==> src/rtl/evt_qual_pkg.sv <==
package evt_qual_pkg;

   localparam int THR_W  = 8;
   localparam int CFG_W  = THR_W + 5;

   // Control word layout, LSB first: enable, user, kernel, invert, edge, threshold.
   typedef struct packed {
      logic [THR_W-1:0] thr;
      logic             edge_det;
      logic             inv;
      logic             krn;
      logic             usr;
      logic             en;
   } qual_cfg_t;

endpackage

==> src/rtl/evt_qual_ring.sv <==
module evt_qual_ring #(
   parameter int RING_W = 2
) (
   input  logic [RING_W-1:0] ring_i,
   input  logic              usr_i,
   input  logic              krn_i,
   output logic              pass_o
);

   localparam logic [RING_W-1:0] KRN_RING = '0;

   logic at_krn;

   generate
      if (RING_W == 1) begin : g_one_bit
         assign at_krn = ~ring_i[0];
      end else begin : g_multi_bit
         assign at_krn = (ring_i == KRN_RING);
      end
   endgenerate

   assign pass_o = at_krn ? krn_i : usr_i;

endmodule

==> src/rtl/evt_qual_cond.sv <==
module evt_qual_cond #(
   parameter int OCC_W    = 4,
   parameter int THR_W    = 8,
   parameter bit HAS_EDGE = 1'b1
) (
   input  logic             clk,
   input  logic             rst_n,
   input  logic [OCC_W-1:0] occ_i,
   input  logic [THR_W-1:0] thr_i,
   input  logic             inv_i,
   input  logic             edge_det_i,
   input  logic             count_en_i,
   output logic [OCC_W-1:0] amt_o
);

   localparam int CMP_W = (OCC_W > THR_W) ? OCC_W : THR_W;
   localparam logic [OCC_W-1:0] ONE = OCC_W'(1);

   logic [CMP_W-1:0] occ_x;
   logic [CMP_W-1:0] thr_x;
   logic             thr_zero;
   logic             cond;
   logic             qual;
   logic             mode_edge;
   logic             edge_hit;

   assign occ_x    = CMP_W'(occ_i);
   assign thr_x    = CMP_W'(thr_i);
   assign thr_zero = (thr_i == '0);
   assign cond     = thr_zero ? (occ_i != '0) : (occ_x >= thr_x);
   assign qual     = cond ^ inv_i;

   generate
      if (HAS_EDGE) begin : g_edge
         logic prev_q;
         always_ff @(posedge clk or negedge rst_n) begin
            if (!rst_n) prev_q <= 1'b0;
            else        prev_q <= qual;
         end
         assign mode_edge = edge_det_i;
         assign edge_hit  = qual & ~prev_q & ~thr_zero;
      end else begin : g_level
         assign mode_edge = 1'b0;
         assign edge_hit  = 1'b0;
      end
   endgenerate

   always_comb begin
      if (!count_en_i)             amt_o = '0;
      else if (mode_edge)          amt_o = edge_hit ? ONE : '0;
      else if (thr_zero && !inv_i) amt_o = occ_i;
      else                         amt_o = qual ? ONE : '0;
   end

   AST_EDGE_NO_REPEAT: assert property (@(posedge clk) disable iff (!rst_n)
      (edge_det_i && amt_o != '0) |=> (!edge_det_i || amt_o == '0));
   AST_EDGE_SINGLE: assert property (@(posedge clk) disable iff (!rst_n)
      (edge_det_i && HAS_EDGE) |-> (amt_o <= ONE));

endmodule

==> src/rtl/evt_qual_accum.sv <==
module evt_qual_accum #(
   parameter int CNT_W  = 48,
   parameter int STEP_W = 4
) (
   input  logic              clk,
   input  logic              rst_n,
   input  logic [STEP_W-1:0] step_i,
   input  logic              wr_en_i,
   input  logic [CNT_W-1:0]  wr_data_i,
   input  logic              ovf_clr_i,
   output logic [CNT_W-1:0]  cnt_o,
   output logic              ovf_o
);

   localparam int PAD_W = CNT_W + 1 - STEP_W;

   logic [CNT_W-1:0] cnt_q;
   logic             ovf_q;
   logic [CNT_W:0]   sum_w;

   assign sum_w = {1'b0, cnt_q} + {{PAD_W{1'b0}}, step_i};

   always_ff @(posedge clk or negedge rst_n) begin
      if (!rst_n) begin
         cnt_q <= '0;
         ovf_q <= 1'b0;
      end else begin
         cnt_q <= wr_en_i ? wr_data_i : sum_w[CNT_W-1:0];
         ovf_q <= (~wr_en_i & sum_w[CNT_W]) | (ovf_q & ~ovf_clr_i);
      end
   end

   assign cnt_o = cnt_q;
   assign ovf_o = ovf_q;

   AST_WRITE_WINS: assert property (@(posedge clk) disable iff (!rst_n)
      wr_en_i |=> (cnt_o == $past(wr_data_i)));
   AST_OVF_HOLD: assert property (@(posedge clk) disable iff (!rst_n)
      (ovf_o && !ovf_clr_i) |=> ovf_o);
   AST_OVF_ON_WRAP: assert property (@(posedge clk) disable iff (!rst_n)
      (!wr_en_i && cnt_o == '1 && step_i != '0) |=> ovf_o);

endmodule

==> src/rtl/evt_qual_counter.sv <==
module evt_qual_counter
   import evt_qual_pkg::*;
#(
   parameter int OCC_W    = 4,
   parameter int RING_W   = 2,
   parameter int CNT_W    = 48,
   parameter bit HAS_EDGE = 1'b1
) (
   input  logic              clk,
   input  logic              rst_n,
   input  logic [OCC_W-1:0]  occ_i,
   input  logic [RING_W-1:0] ring_i,
   input  logic              cfg_we_i,
   input  logic [CFG_W-1:0]  cfg_wdata_i,
   input  logic              cnt_we_i,
   input  logic [CNT_W-1:0]  cnt_wdata_i,
   input  logic              ovf_clr_i,
   output logic [CNT_W-1:0]  cnt_o,
   output logic              ovf_o
);

   initial begin : p_param_chk
      assert (CNT_W > OCC_W) else $fatal(1, "counter narrower than step");
      assert (OCC_W >= 1 && RING_W >= 1) else $fatal(1, "bad port width");
   end

   qual_cfg_t        cfg_q;
   logic             ring_pass;
   logic             count_en;
   logic [OCC_W-1:0] amt;

   always_ff @(posedge clk or negedge rst_n) begin
      if (!rst_n)        cfg_q <= '0;
      else if (cfg_we_i) cfg_q <= qual_cfg_t'(cfg_wdata_i);
   end

   evt_qual_ring #(.RING_W(RING_W)) u_ring (
      .ring_i (ring_i),
      .usr_i  (cfg_q.usr),
      .krn_i  (cfg_q.krn),
      .pass_o (ring_pass)
   );

   assign count_en = cfg_q.en & ring_pass;

   evt_qual_cond #(.OCC_W(OCC_W), .THR_W(THR_W), .HAS_EDGE(HAS_EDGE)) u_cond (
      .clk        (clk),
      .rst_n      (rst_n),
      .occ_i      (occ_i),
      .thr_i      (cfg_q.thr),
      .inv_i      (cfg_q.inv),
      .edge_det_i (cfg_q.edge_det),
      .count_en_i (count_en),
      .amt_o      (amt)
   );

   evt_qual_accum #(.CNT_W(CNT_W), .STEP_W(OCC_W)) u_accum (
      .clk       (clk),
      .rst_n     (rst_n),
      .step_i    (amt),
      .wr_en_i   (cnt_we_i),
      .wr_data_i (cnt_wdata_i),
      .ovf_clr_i (ovf_clr_i),
      .cnt_o     (cnt_o),
      .ovf_o     (ovf_o)
   );

   AST_DISABLED_HOLD: assert property (@(posedge clk) disable iff (!rst_n)
      (!cfg_q.en && !cnt_we_i) |=> $stable(cnt_o));
   AST_RING_BLOCK: assert property (@(posedge clk) disable iff (!rst_n)
      (!ring_pass && !cnt_we_i) |=> $stable(cnt_o));
   AST_EDGE_THR0_IDLE: assert property (@(posedge clk) disable iff (!rst_n)
      (HAS_EDGE && cfg_q.edge_det && cfg_q.thr == '0 && !cnt_we_i) |=> $stable(cnt_o));
   AST_RAW_STEP_MAX: assert property (@(posedge clk) disable iff (!rst_n)
      (!cnt_we_i && !ovf_o && !ovf_clr_i) |=> (cnt_o - $past(cnt_o) <= CNT_W'((1 << OCC_W) - 1)));

endmodule

==> config.mk <==
export PLATFORM = sky130hd
export DESIGN_NAME = evt_qual_counter
export DESIGN_NICKNAME = d
export VERILOG_FILES = /design/src/rtl/evt_qual_pkg.sv /design/src/rtl/evt_qual_ring.sv /design/src/rtl/evt_qual_cond.sv /design/src/rtl/evt_qual_accum.sv /design/src/rtl/evt_qual_counter.sv
export SDC_FILE = /design/constraint.sdc
export NUM_CORES = 1
export LEC_CHECK = 0
export CORE_MARGIN = 2
export CORE_UTILIZATION = 42
export DETAILED_ROUTE_END_ITERATION = 16
export GPL_TIMING_DRIVEN = 0
export PLACE_DENSITY_LB_ADDON = 0.05
export SLEW_MARGIN = 20
export SYNTH_ARGS = -nofsm -noshare
export SYNTH_HDL_FRONTEND = slang
export SYNTH_SLANG_ARGS = --single-unit
==> constraint.sdc <==
create_clock -name clk -period 3.84 [get_ports clk]
set_input_delay 0.384 -clock clk [delete_from_list [all_inputs] [get_ports clk]]
set_output_delay 0.384 -clock clk [all_outputs]
set_load 0.03 [all_outputs]
* Yosys cells after proc, flatten, opt, wreduce, memory -nomap -nowiden *
Cells that the tools add are included.

cells by class
  reductions and logical operators = 5
  bitwise logic cells = 11
  $lt $le $gt $ge = 1
  add/sub/neg operators = 1
  muxes and demuxes = 8

operator list
  kind                                            number
  48-bit by 4-bit adder with 49-bit output        1
  48-bit 2-to-1 mux                               1
  4-bit 2-to-1 mux                                3
  4-bit by 8-bit >= comparator with 1-bit output  1
  8-bit logical NOT                               1
  1-bit AND                                       5
  1-bit 2-to-1 mux                                4
  1-bit NOT                                       4
  4-bit nonzero test                              1
  2-bit logical NOT                               1
  1-bit logical AND                               1
  1-bit logical NOT                               1
  1-bit bitwise OR                                1
  1-bit bitwise XOR                               1

storage, ports and cells
  flip-flop bits (word level) = 63
  word-level logic and storage cells = 35
  input bits = 72

* Depth between registers and ports, before layout *
Gate-level depths: netlist of run 1.

  word-level depth = 11
  mapped depth = 16
  depth with buffers taken out = 15

* Cells and area by module *
From an unflattened synthesis of run 1, not the netlist that was laid out.

unflattened totals
  cells, all modules = 384
  area total of the unflattened synthesis = 3747.3 um^2

by module, submodules not included
  module            area each (um^2)  instances  cells an instance  seq. area each (um^2)
  evt_qual_accum    2964.1            1          321                1226.2
  evt_qual_counter  526.8             1          28                 325.3
  evt_qual_cond     241.5             1          33                 25.0
  evt_qual_ring     15.0              1          2                  0.0

* Worst setup path after synthesis of run 1 *
No wires, ideal clock.

  path type = input to register
  from = in occ_i[0]
  to = reg u_accum.cnt_q[42] (netlist: u_accum.cnt_o[42])
  path buffers = 0
  cell stages on the path = 15
  arrival time = 3.544 ns
  data required time = 3.758 ns
  setup slack = 0.214 ns
  cell sequence = inv_1 ha_1 nand2b_1 a211oi_1 o21ai_0 and4_1 nor4_1 ha_1 inv_1 fa_1 nand2b_1 a211oi_1 nand3_2 or4_1 a31oi_1

on the way
  word-level cells in the longest chain between the ends = 10

RTL lines
  what                                                                                  line                    text
  from (decl)                                                                           evt_qual_counter.sv:11  input logic [OCC_W-1:0] occ_i,
  4-bit by 8-bit >= comparator with 1-bit output or 4-bit nonzero test (tied branches)  evt_qual_cond.sv:30     assign cond = thr_zero ? (occ_i != '0) : (occ_x >= thr_x);
  1-bit 2-to-1 mux                                                                      evt_qual_cond.sv:30
  1-bit bitwise XOR                                                                     evt_qual_cond.sv:31     assign qual = cond ^ inv_i;
  1-bit AND (2 in series)                                                               evt_qual_cond.sv:41     assign edge_hit = qual & ~prev_q & ~thr_zero;
  1-bit 2-to-1 mux                                                                      evt_qual_cond.sv:50     else if (mode_edge) amt_o = edge_hit ? ONE : '0;
  4-bit 2-to-1 mux (*)                                                                  evt_qual_cond.sv:50
  4-bit 2-to-1 mux (*)                                                                  evt_qual_cond.sv:49     if (!count_en_i) amt_o = '0;
  48-bit by 4-bit adder with 49-bit output (*)                                          evt_qual_accum.sv:21    assign sum_w = {1'b0, cnt_q} + {{PAD_W{1'b0}}, step_i};
  48-bit 2-to-1 mux (*)                                                                 evt_qual_accum.sv:28    cnt_q <= wr_en_i ? wr_data_i : sum_w[CNT_W-1:0];
  to (signal assigned)                                                                  evt_qual_accum.sv:28
  to (decl)                                                                             evt_qual_accum.sv:17    logic [CNT_W-1:0] cnt_q;

Mark *: on every way between the ends. The rest lies on a longest branch, timed or not.
A chain may end at the register's enable or synchronous reset.

* Worst setup path after layout of run 1 *
  from = in occ_i[1]
  to = reg u_accum.cnt_q[42] (netlist: u_accum.cnt_o[42])

Same word-level chain as after synthesis.

==> results of run 1 <==
[stage by stage]
| stage | hold slack (ps) | area (sq um) |
|---|---|---|
| after floorplan | 88.4 | 3650 |
| after global placement | 483 | 4970 |
| after detailed placement | 274 | 4990 |
| after CTS | 453 | 5310 |
| after global routing | 485 | 5340 |
| final | 454 | 5340 |
[worst min path at each step]
stage	from	endpoint	slack, ps
after floorplan	rst_n	cfg_q[0]$_DFFE_PN0P_	90
after global placement	cfg_q[2]$_DFFE_PN0P_	cfg_q[2]$_DFFE_PN0P_	480
after detailed placement	rst_n	cfg_q[10]$_DFFE_PN0P_	270
after CTS	rst_n	cfg_q[10]$_DFFE_PN0P_	450
after global routing	rst_n	cfg_q[10]$_DFFE_PN0P_	480
final	cnt_we_i	u_accum.cnt_o[8]$_DFF_PN0_	450
[worst register-to-register path: cells and delay by family (launching register included)]
kind	cells	cell delay, ps
simple gates	5	1250
buf+inv	2	190
flops	1	430
fa+ha+maj	3	860
compound gates	5	830
[layer usage]
metal	track usage (%)	vias up	wire length, um
met2	38.0	138	5030
met5	0	-	0
met3	3.38	15	628
met4	8.33	0	190
met1	31.2	1769	4860
li1	-	1745	-
[repair_timing]
| action | 4_1_cts | 5_1_grt |
|---|---|---|
| endpoints found under the setup margin | 22 | 29 |
| pin swaps | 4 | 7 |
| hold endpoints to repair | 16 | 0 |
| resized for setup | 14 | 7 |
| hold buffers | 1 | 0 |
| cloned | 0 | 0 |
| setup buffers | 5 | 1 |
[layout make-up]
| type | count | share of cell area (%) |
|---|---|---|
| buffer | 16 | 1.24 |
| clock buffer | 11 | 2.65 |
| clock inverter | 4 | 1.31 |
| inverter | 15 | 1.05 |
| multi-input combinational | 307 | 38.1 |
| sequential | 63 | 29.5 |
| tap | 108 | 2.53 |
| timing repair buffer | 126 | 23.6 |
[Yosys cell counts (2+ instances only)]
cell       n
ha_1       8
inv_1     15
clkbuf_1  16
nor2_1    24
nand3_2    2
xnor2_1    8
a211oi_1   2
nand2_1   49
nor2b_1    3
or3_1     10
o21ai_0   42
a31oi_1   15
nand3_1   23
a21oi_1    5
or4_1      6
nor4_1    13
mux2_2    15
nand2b_1   3
a22oi_1    2
xor2_1    22
nand4_1   26
and4_1     3
dfrtp_1   63
nor3_1     5
and2_1     2
o31ai_1    4
and3_1     4
[cells by family after synthesis]
| logic type | share of synthesized area (%) |
|---|---|
| simple gates | 26.6 |
| mux | 4.62 |
| compound gates | 12.0 |
| xor+xnor | 7.19 |
| fa+ha+maj | 3.29 |
| flops | 43.2 |
| buf+inv | 3.18 |
[registers in the layout (all words and copies together), names as in the netlist]
signal and count:
u_accum.cnt_o 48, cfg_q 13, u_accum.ovf_o 1, u_cond.g_edge.prev_q 1
[where the power goes]
group	switching [mW]	internal, mW
registers	0.0836	0.726
logic	0.242	0.226
clock network	0.257	0.378
total	0.583	1.33
==> results.yml, run 1 <==
layout:
  nFillCells: 760
  num_antenna_cells: 0
  ff_latch_area_sq_um: 1580
  final_util_pct: 62.2
  syn2layout_area_growth_pct: 46.3
  nNetsFinal: 619
  mostFrequentLayoutCells: "clkdlybuf4s50_1 (116), dfrtp_1 (63), nand2_1 (49), o21ai_0 (41), nand4_1 (26)"
  layout_commonest_cell: "clkdlybuf4s50_1"
  layout-drive-gt1-share_pct: 10.3
  multiInputGateArea_sq_um: 2040
  final_cells: 650
synth:
  synthTopCellsByArea: "dfrtp_1 (43%), o21ai_0 (5.8%), xor2_1 (5.3%)"
  ys_seq_area_share_pct: 43.2
  synth-seq-cells: 63
  synth_ff_type: "dfrtp_1"
  synth.distinct_cells: 38
  yosysWarnings: 0
  synthCells: 401
  syn-num-nets: 482
  synth_area_sq_um: 3650
  yosys.area.top_type: "dfrtp_1"
  synth-edff-count: 0
  synth_top_area_share_pct: 43.2
  async_flop_share_pct: 100
  postSynthAreaPerCell_sq_um: 9.11
detailed_routing:
  wl_um: 10700
  wl_per_cell_um: 16.5
  final_antenna_net_count: 0
  post-route-drc-count: 0
  viasPerCell: 5.64
  route.vias.total: 3667
  drt_pass1_iterations: 4
  drt_iter0_markers: 157
worst_setup_path:
  r2r_slack_ps: 200
  path_depth: 15
  crit_path_cell_trace: "clkdlybuf4s50_1, ha_1, a211oi_2, o21ai_2, buf_4, a311oi_1, nor4_2, ha_2, inv_1, fa_2, nand2b_4, a211oi_4, nand3_4, or4_1, a31oi_1"
  crit_path_start: "occ_i[1]"
  cp_slowest_stage_delay_ps: 540
  r2r_start: "cfg_q[5]$_DFFE_PN0P_"
  critPathCaptureType: "flip-flop"
  critPathCapture: "u_accum.cnt_o[42]$_DFF_PN0_"
  cp-start-kind: "input port"
  worst_r2r_endpoint: "u_accum.cnt_o[42]$_DFF_PN0_"
  path_buf_inv: 3
  cp_data_arrival_time_ps: 3920
  required_ps: 4090
  cpLargestDelayFamily: "simple AND/OR/NAND/NOR gates"
  cp_max_fo: 6
  crit_type: "input port to flip-flop"
  r2r_cells: 15
  cp_slowest_cell: "or4_1"
placement:
  numPortBuffers: 118
  dp_hpwl_um: 7860
  place.gp.congestion: 0.827
  place_ws_ps: -1110
  place_inst: 628
floorplanning:
  start_util_pct: 42.5
  dieArea_sq_um: 9460
  std_cell_rows: 34
  num_io_pins: 121
  coreArea_sq_um: 8590
  die_w_um: 97.3
  die_h_um: 97.3
power_and_ir_drop:
  finalPower_mw: 1.91
  p_leak_nw: 2.04
  ir_drop_v: 0.000174
  cellPowerDensity_nw_per_um2: 358
global_routing:
  grt_use_total_pct: 23.1
  grt_max_degree: 48
  grt_pass1_vias: 3539
  antenna_found_initial: 0
  grt_pass1_wl_um: 17700
  grt_overflow: 0
sta:
  maxSlewHeadroom_pct: 59.4
  finalClockSkew_ps: 15.3
  rsz0062_at_grt: "true"
  finalWorstSetupSlack_ps: 173
  hold_violations: 0
  period_minus_slack_ps: 3670
  finalMaxSlewViolations: 0
  fmax_ghz: 0.273
  finalCritPeriodShare_pct: 95.5
  tns_ps: 0
  tightestPinTransition_ps: 603
  finalSetupViolations: 0
status:
  outcome: "complete, no violations"
flow_run:
  drv_cap: 0
clocking:
  cts_tree: "yes"
  clock_sinks: 63
  root_buffer: "clkbuf_8"
  h-tree-depth: 3
  clock_path_buffers: 2
  clock_latency_ps: 340
  cts_made_buffers: 9
  clk_pin_slew_ps: 70
min_path:
  whs_path_depth: 2
  hp-class: "input port to flip-flop"
Power figures use the tool's default switching activity.
==> inputs of run 2 (changes only) <==
--- a/config.mk
+++ b/config.mk
@@ -10,6 +10,7 @@
 export DETAILED_ROUTE_END_ITERATION = 16
 export GPL_TIMING_DRIVEN = 0
 export PLACE_DENSITY_LB_ADDON = 0.05
+export SETUP_SLACK_MARGIN = 0.15
 export SLEW_MARGIN = 20
 export SYNTH_ARGS = -nofsm -noshare
 export SYNTH_HDL_FRONTEND = slang
==> run 2 against run 1 <==
Net effect:
- final cell count is 0.46% higher
- die area stayed put
- clock power is 0.8% lower
- critical path type is now flip-flop to flip-flop
- via count is 0.22% lower
- first-iteration DRC count is 5.1% lower
==> results.yml, run 2 (synthesis gave the netlist of run 1 again) <==
worst_setup_path:
  cp_slowest_stage_delay_ps: 530
  r2r_slack_ps: 190
  crit_path_cell_trace: "ha_1, nand2b_4, a211oi_2, o21ai_2, buf_4, a311oi_2, nor4_2, ha_2, inv_2, fa_2, nand2b_4, a211oi_4, nand3_4, or4_1, a31oi_1"
  cpLargestDelayFamily: "simple AND/OR/NAND/NOR gates"
  worst_r2r_endpoint: "u_accum.cnt_o[46]$_DFF_PN0_"
  required_ps: 4100
  r2r_start: "cfg_q[5]$_DFFE_PN0P_"
  cp_data_arrival_time_ps: 3910
  r2r_cells: 15
  cp_max_fo: 6
  cpMostUsedCell: "nand2b_4"
  cp-start-kind: "flip-flop"
  critPathCaptureType: "flip-flop"
  crit_type: "flip-flop to flip-flop"
  path_buf_inv: 2
  cp_slowest_cell: "or4_1"
min_path:
  hp-class: "input port to async pin"
detailed_routing:
  post-route-drc-count: 0
  viasPerCell: 5.60
  wl_um: 10900
  final_antenna_net_count: 0
  drt_iter0_markers: 149
  wl_per_cell_um: 16.6
  drt_pass1_iterations: 5
  route.vias.total: 3659
placement:
  place.gp.congestion: 0.827
  numPortBuffers: 118
  dp_hpwl_um: 7860
  place_inst: 628
  place_ws_ps: -1110
clocking:
  h-tree-depth: 3
  cts_made_buffers: 9
  cts_tree: "yes"
  clock_path_buffers: 2
  clock_sinks: 63
  root_buffer: "clkbuf_8"
  clock_latency_ps: 340
  clk_pin_slew_ps: 70
status:
  outcome: "complete, no violations"
layout:
  ff_latch_area_sq_um: 1580
  nNetsFinal: 622
  nFillCells: 754
  layout-drive-gt1-share_pct: 11.7
  multiInputGateArea_sq_um: 2060
  syn2layout_area_growth_pct: 48.0
  mostFrequentLayoutCells: "clkdlybuf4s50_1 (115), dfrtp_1 (63), nand2_1 (49), o21ai_0 (41), nand4_1 (26)"
  layout_commonest_cell: "clkdlybuf4s50_1"
  largest_register_ffs: 48
  final_cells: 653
  num_antenna_cells: 0
global_routing:
  grt_pass1_wl_um: 17700
  grt_overflow: 0
  antenna_found_initial: 0
  grt_max_degree: 48
  grt_use_total_pct: 23.2
  grt_pass1_vias: 3562
power_and_ir_drop:
  ir_drop_v: 0.000174
  finalPower_mw: 1.92
  p_leak_nw: 2.07
  cellPowerDensity_nw_per_um2: 355
floorplanning:
  die_w_um: 97.3
  die_h_um: 97.3
  coreArea_sq_um: 8590
  std_cell_rows: 34
  num_io_pins: 121
  start_util_pct: 42.5
  dieArea_sq_um: 9460
sta:
  finalMaxSlewViolations: 0
  timing.hold.ws_ps: 462
  hold_violations: 0
  period_minus_slack_ps: 3650
  finalCritPeriodShare_pct: 95.1
  finalSetupViolations: 0
  finalWorstSetupSlack_ps: 187
  fmax_ghz: 0.274
  rsz0062_at_grt: "true"
  finalClockSkew_ps: 12.7
  tightestPinTransition_ps: 625
  maxSlewHeadroom_pct: 58.0
flow_run:
  drv_cap: 0
-- run 2: how the worst max path moves through the flow --
stage | from | endpoint | slack [ps] | depth (start not counted)
CTS | cfg_q[5]$_DFFE_PN0P_ | u_accum.cnt_o[46]$_DFF_PN0_ | 130 | 14
finish | cfg_q[5]$_DFFE_PN0P_ | u_accum.cnt_o[46]$_DFF_PN0_ | 190 | 15
global route | cfg_q[5]$_DFFE_PN0P_ | u_accum.cnt_o[30]$_DFF_PN0_ | 7 | 16
global placement | occ_i[0] | u_accum.cnt_o[42]$_DFF_PN0_ | -990 | 17
floorplan | occ_i[0] | u_accum.cnt_o[42]$_DFF_PN0_ | 210 | 15
detailed placement | occ_i[0] | u_accum.cnt_o[46]$_DFF_PN0_ | -1110 | 17
-- run 2: what timing repair did --
action	in CTS	in global routing
gates resized for setup	19	12
setup buffers	6	3
hold buffers	1	0
pin swaps	10	19
endpoints found under the hold margin	16	0
setup endpoints to repair	33	35
-- run 2: area by class of cell --
class                      instances  share of cell area, %
multi-input combinational        307                   38.1
clock inverter                     4                   1.30
sequential                        63                   29.2
clock buffer                      11                   2.61
inverter                          15                   1.04
tap                              108                   2.50
timing repair buffer             129                   23.9
buffer                            16                   1.39
-- run 2: stage by stage --
step                      area, sq um  utilization, %  setup TNS (ps)
after floorplan                  3650               -               0
after global placement           4970            57.8          -19290
after detailed placement         4990            58.1          -23110
after CTS                        5330            62.1               0
after global routing             5410            62.9               0
final                            5410            62.9               0
-- run 2: where the power goes --
part	leakage, nW	internal (mW)	switching, mW
combinational	1.22	0.231	0.246
clock	0.109	0.378	0.253
sequential	0.744	0.726	0.0846
-- run 2: routing by layer --
layer	part of all wire, %	track usage (%)	wire [um]
met5	0	0	0
met4	1.3	8.33	136
met3	5.7	3.38	616
met2	48	38.2	5180
met1	45	31.2	4930
==> inputs of run 3 (changes only) <==
--- a/config.mk
+++ b/config.mk
@@ -6,7 +6,7 @@
 export NUM_CORES = 1
 export LEC_CHECK = 0
 export CORE_MARGIN = 2
-export CORE_UTILIZATION = 42
+export CORE_UTILIZATION = 46
 export DETAILED_ROUTE_END_ITERATION = 16
 export GPL_TIMING_DRIVEN = 0
 export PLACE_DENSITY_LB_ADDON = 0.05
==> constraint.sdc (replaced) <==
create_clock -name clk -period 3.7 [get_ports clk]
set_input_delay 0.37 -clock clk [delete_from_list [all_inputs] [get_ports clk]]
set_output_delay 0.37 -clock clk [all_outputs]
set_load 0.03 [all_outputs]
==> run 3 against run 2 <==
Net effect:
- first-iteration DRC count is 19% higher
- clock skew is 3.6 ps lower
- highest routed layer unchanged
- global-route usage increased by 2.4 points
- critical endpoint unchanged
- sequential power increased by 3.7%
- largest cell class unchanged
- cell area rose by 0.58%
==> results.yml, run 3 (synthesis gave the netlist of run 1 again) <==
detailed_routing:
  final_antenna_net_count: 0
  drt_iter0_markers: 178
  post-route-drc-count: 0
  drt_pass1_iterations: 4
  route.vias.total: 3688
  wl_um: 10900
  wl_per_cell_um: 16.8
  viasPerCell: 5.68
worst_setup_path:
  crit_path_start: "occ_i[1]"
  cp_slowest_cell: "or4_4"
  cpLargestDelayFamily: "simple AND/OR/NAND/NOR gates"
  crit_type: "input port to flip-flop"
  r2r_cells: 15
  path_buf_inv: 2
  cp_data_arrival_time_ps: 3880
  crit_path_cell_trace: "clkdlybuf4s50_1, ha_1, a211oi_2, o21ai_2, and4_1, nor4_2, ha_2, inv_2, fa_2, nand2b_4, a211oi_4, nand3_4, or4_4, a31oi_2"
  cp-start-kind: "input port"
  r2r_slack_ps: 90
  required_ps: 3960
  path_depth: 14
  cp_slowest_stage_delay_ps: 550
  critPathCaptureType: "flip-flop"
  r2r_start: "cfg_q[5]$_DFFE_PN0P_"
  cp_max_fo: 5
floorplanning:
  num_io_pins: 121
  std_cell_rows: 32
  die_h_um: 93.1
  coreArea_sq_um: 7730
  die_w_um: 93.1
  dieArea_sq_um: 8670
  start_util_pct: 47.3
sta:
  rsz0062_at_grt: "true"
  finalMaxSlewViolations: 0
  tightestPinTransition_ps: 781
  fmax_ghz: 0.277
  maxSlewHeadroom_pct: 47.5
  period_minus_slack_ps: 3610
  finalClockSkew_ps: 9.11
  timing.hold.ws_ps: 438
  tns_ps: 0
  finalCritPeriodShare_pct: 97.7
  finalSetupViolations: 0
  hold_violations: 0
layout:
  nFillCells: 616
  nNetsFinal: 623
  layout-drive-gt1-share_pct: 12.2
  ff_latch_area_sq_um: 1580
  num_antenna_cells: 0
  layout_commonest_cell: "clkdlybuf4s50_1"
  syn2layout_area_growth_pct: 48.9
  multiInputGateArea_sq_um: 2090
  largest_register_ffs: 48
  final_util_pct: 70.4
  mostFrequentLayoutCells: "clkdlybuf4s50_1 (114), dfrtp_1 (63), nand2_1 (49), o21ai_0 (30), nand4_1 (26)"
placement:
  place.gp.congestion: 0.833
  dp_hpwl_um: 7920
  numPortBuffers: 118
power_and_ir_drop:
  seq_power_share_pct: 42.6
  ir_drop_v: 0.000189
  p_clk_share_pct: 32.5
  finalPower_mw: 1.98
  power_switching_share_pct: 30.8
  switching_power_mw: 0.608
  power_frac_comb_pct: 24.9
  cellPowerDensity_nw_per_um2: 363
  intPower_mw: 1.37
  p_leak_nw: 2.08
clocking:
  clock_latency_ps: 340
  clk_pin_slew_ps: 70
  cts_tree: "yes"
  cts_made_buffers: 9
  root_buffer: "clkbuf_8"
  h-tree-depth: 3
  clock_path_buffers: 2
  clock_sinks: 63
global_routing:
  grt_use_total_pct: 25.6
  grt_pass1_wl_um: 17600
  grt_pass1_vias: 3666
  antenna_found_initial: 0
  grt_overflow: 0
  grt_max_degree: 36
flow_run:
  drv_cap: 0
min_path:
  min_from: "cnt_we_i"
  whs_path_depth: 2
  hp-class: "input port to flip-flop"
status:
  outcome: "complete, no violations"
run 3: cell types whose count changed in the layout (fill, tap and decap cells not counted), sizes merged:
cell and delta:
nand3 +1, dlygate4sd2 -1, clkdlybuf4s50 -1, clkbuf +1
dlymetal6s2s +2
run 3: power by group through the flow:
stage | sequential [mW] | combinational, mW | clock (mW)
global route | 0.852 | 0.530 | 0.683
CTS | 0.837 | 0.487 | 0.653
finish | 0.841 | 0.493 | 0.642
global placement | 0.844 | 0.459 | 0
detailed placement | 0.847 | 0.470 | 0
floorplan | 0.929 | 0.142 | 0
run 3: worst reg2reg max path, delay by kind of cell (launching register included):
kind / cells / cell delay (ps)
simple gates: 5 / 1270
fa+ha+maj: 3 / 880
compound gates: 5 / 790
flops: 1 / 420
buf+inv: 2 / 170
run 3: per-stage QoR:
stage | std cells | setup WS (ps) | area, sq um
floorplan | 401 | 216 | 3660
global placement | 621 | -859 | 4970
detailed placement | 622 | -912 | 4980
CTS | 646 | 66.8 | 5350
global route | 649 | -130 | 5440
finish | 649 | 85.6 | 5440
run 3: worst paths after layout:
kind / endpoint
max reg2reg: u_accum.cnt_o[46]$_DFF_PN0_
max: u_accum.cnt_o[46]$_DFF_PN0_
min reg2reg: cfg_q[1]$_DFFE_PN0P_
min in group asynchronous: cfg_q[8]$_DFFE_PN0P_
max in group asynchronous: u_accum.cnt_o[31]$_DFF_PN0_
min: u_accum.cnt_o[8]$_DFF_PN0_
run 3: area by class of cell:
class,count,share of cell area (%)
clock buffer,12,2.48
inverter,15,1.04
timing repair buffer,129,23.7
multi-input combinational,308,38.5
buffer,16,1.70
tap,102,2.35
clock inverter,4,1.29
sequential,63,29.0
run 3: repair_timing:
action | 4_1_cts | 5_1_grt
cloned | 1 | 0
hold buffers | 1 | 0
setup endpoints to repair | 34 | 38
gates resized for setup | 27 | 20
hold endpoints to repair | 28 | 0
pin swaps | 16 | 13
buffers inserted | 6 | 3
run 3: routing by layer:
layer / vias to the layer above / global-route usage [%] / share of wire, %
met3: 17 / 4.11 / 5.9
met4: 0 / 9.44 / 2.0
met1: 1780 / 33.1 / 43
li1: 1756 / - / -
met5: - / 0 / 0
met2: 135 / 43.4 / 50
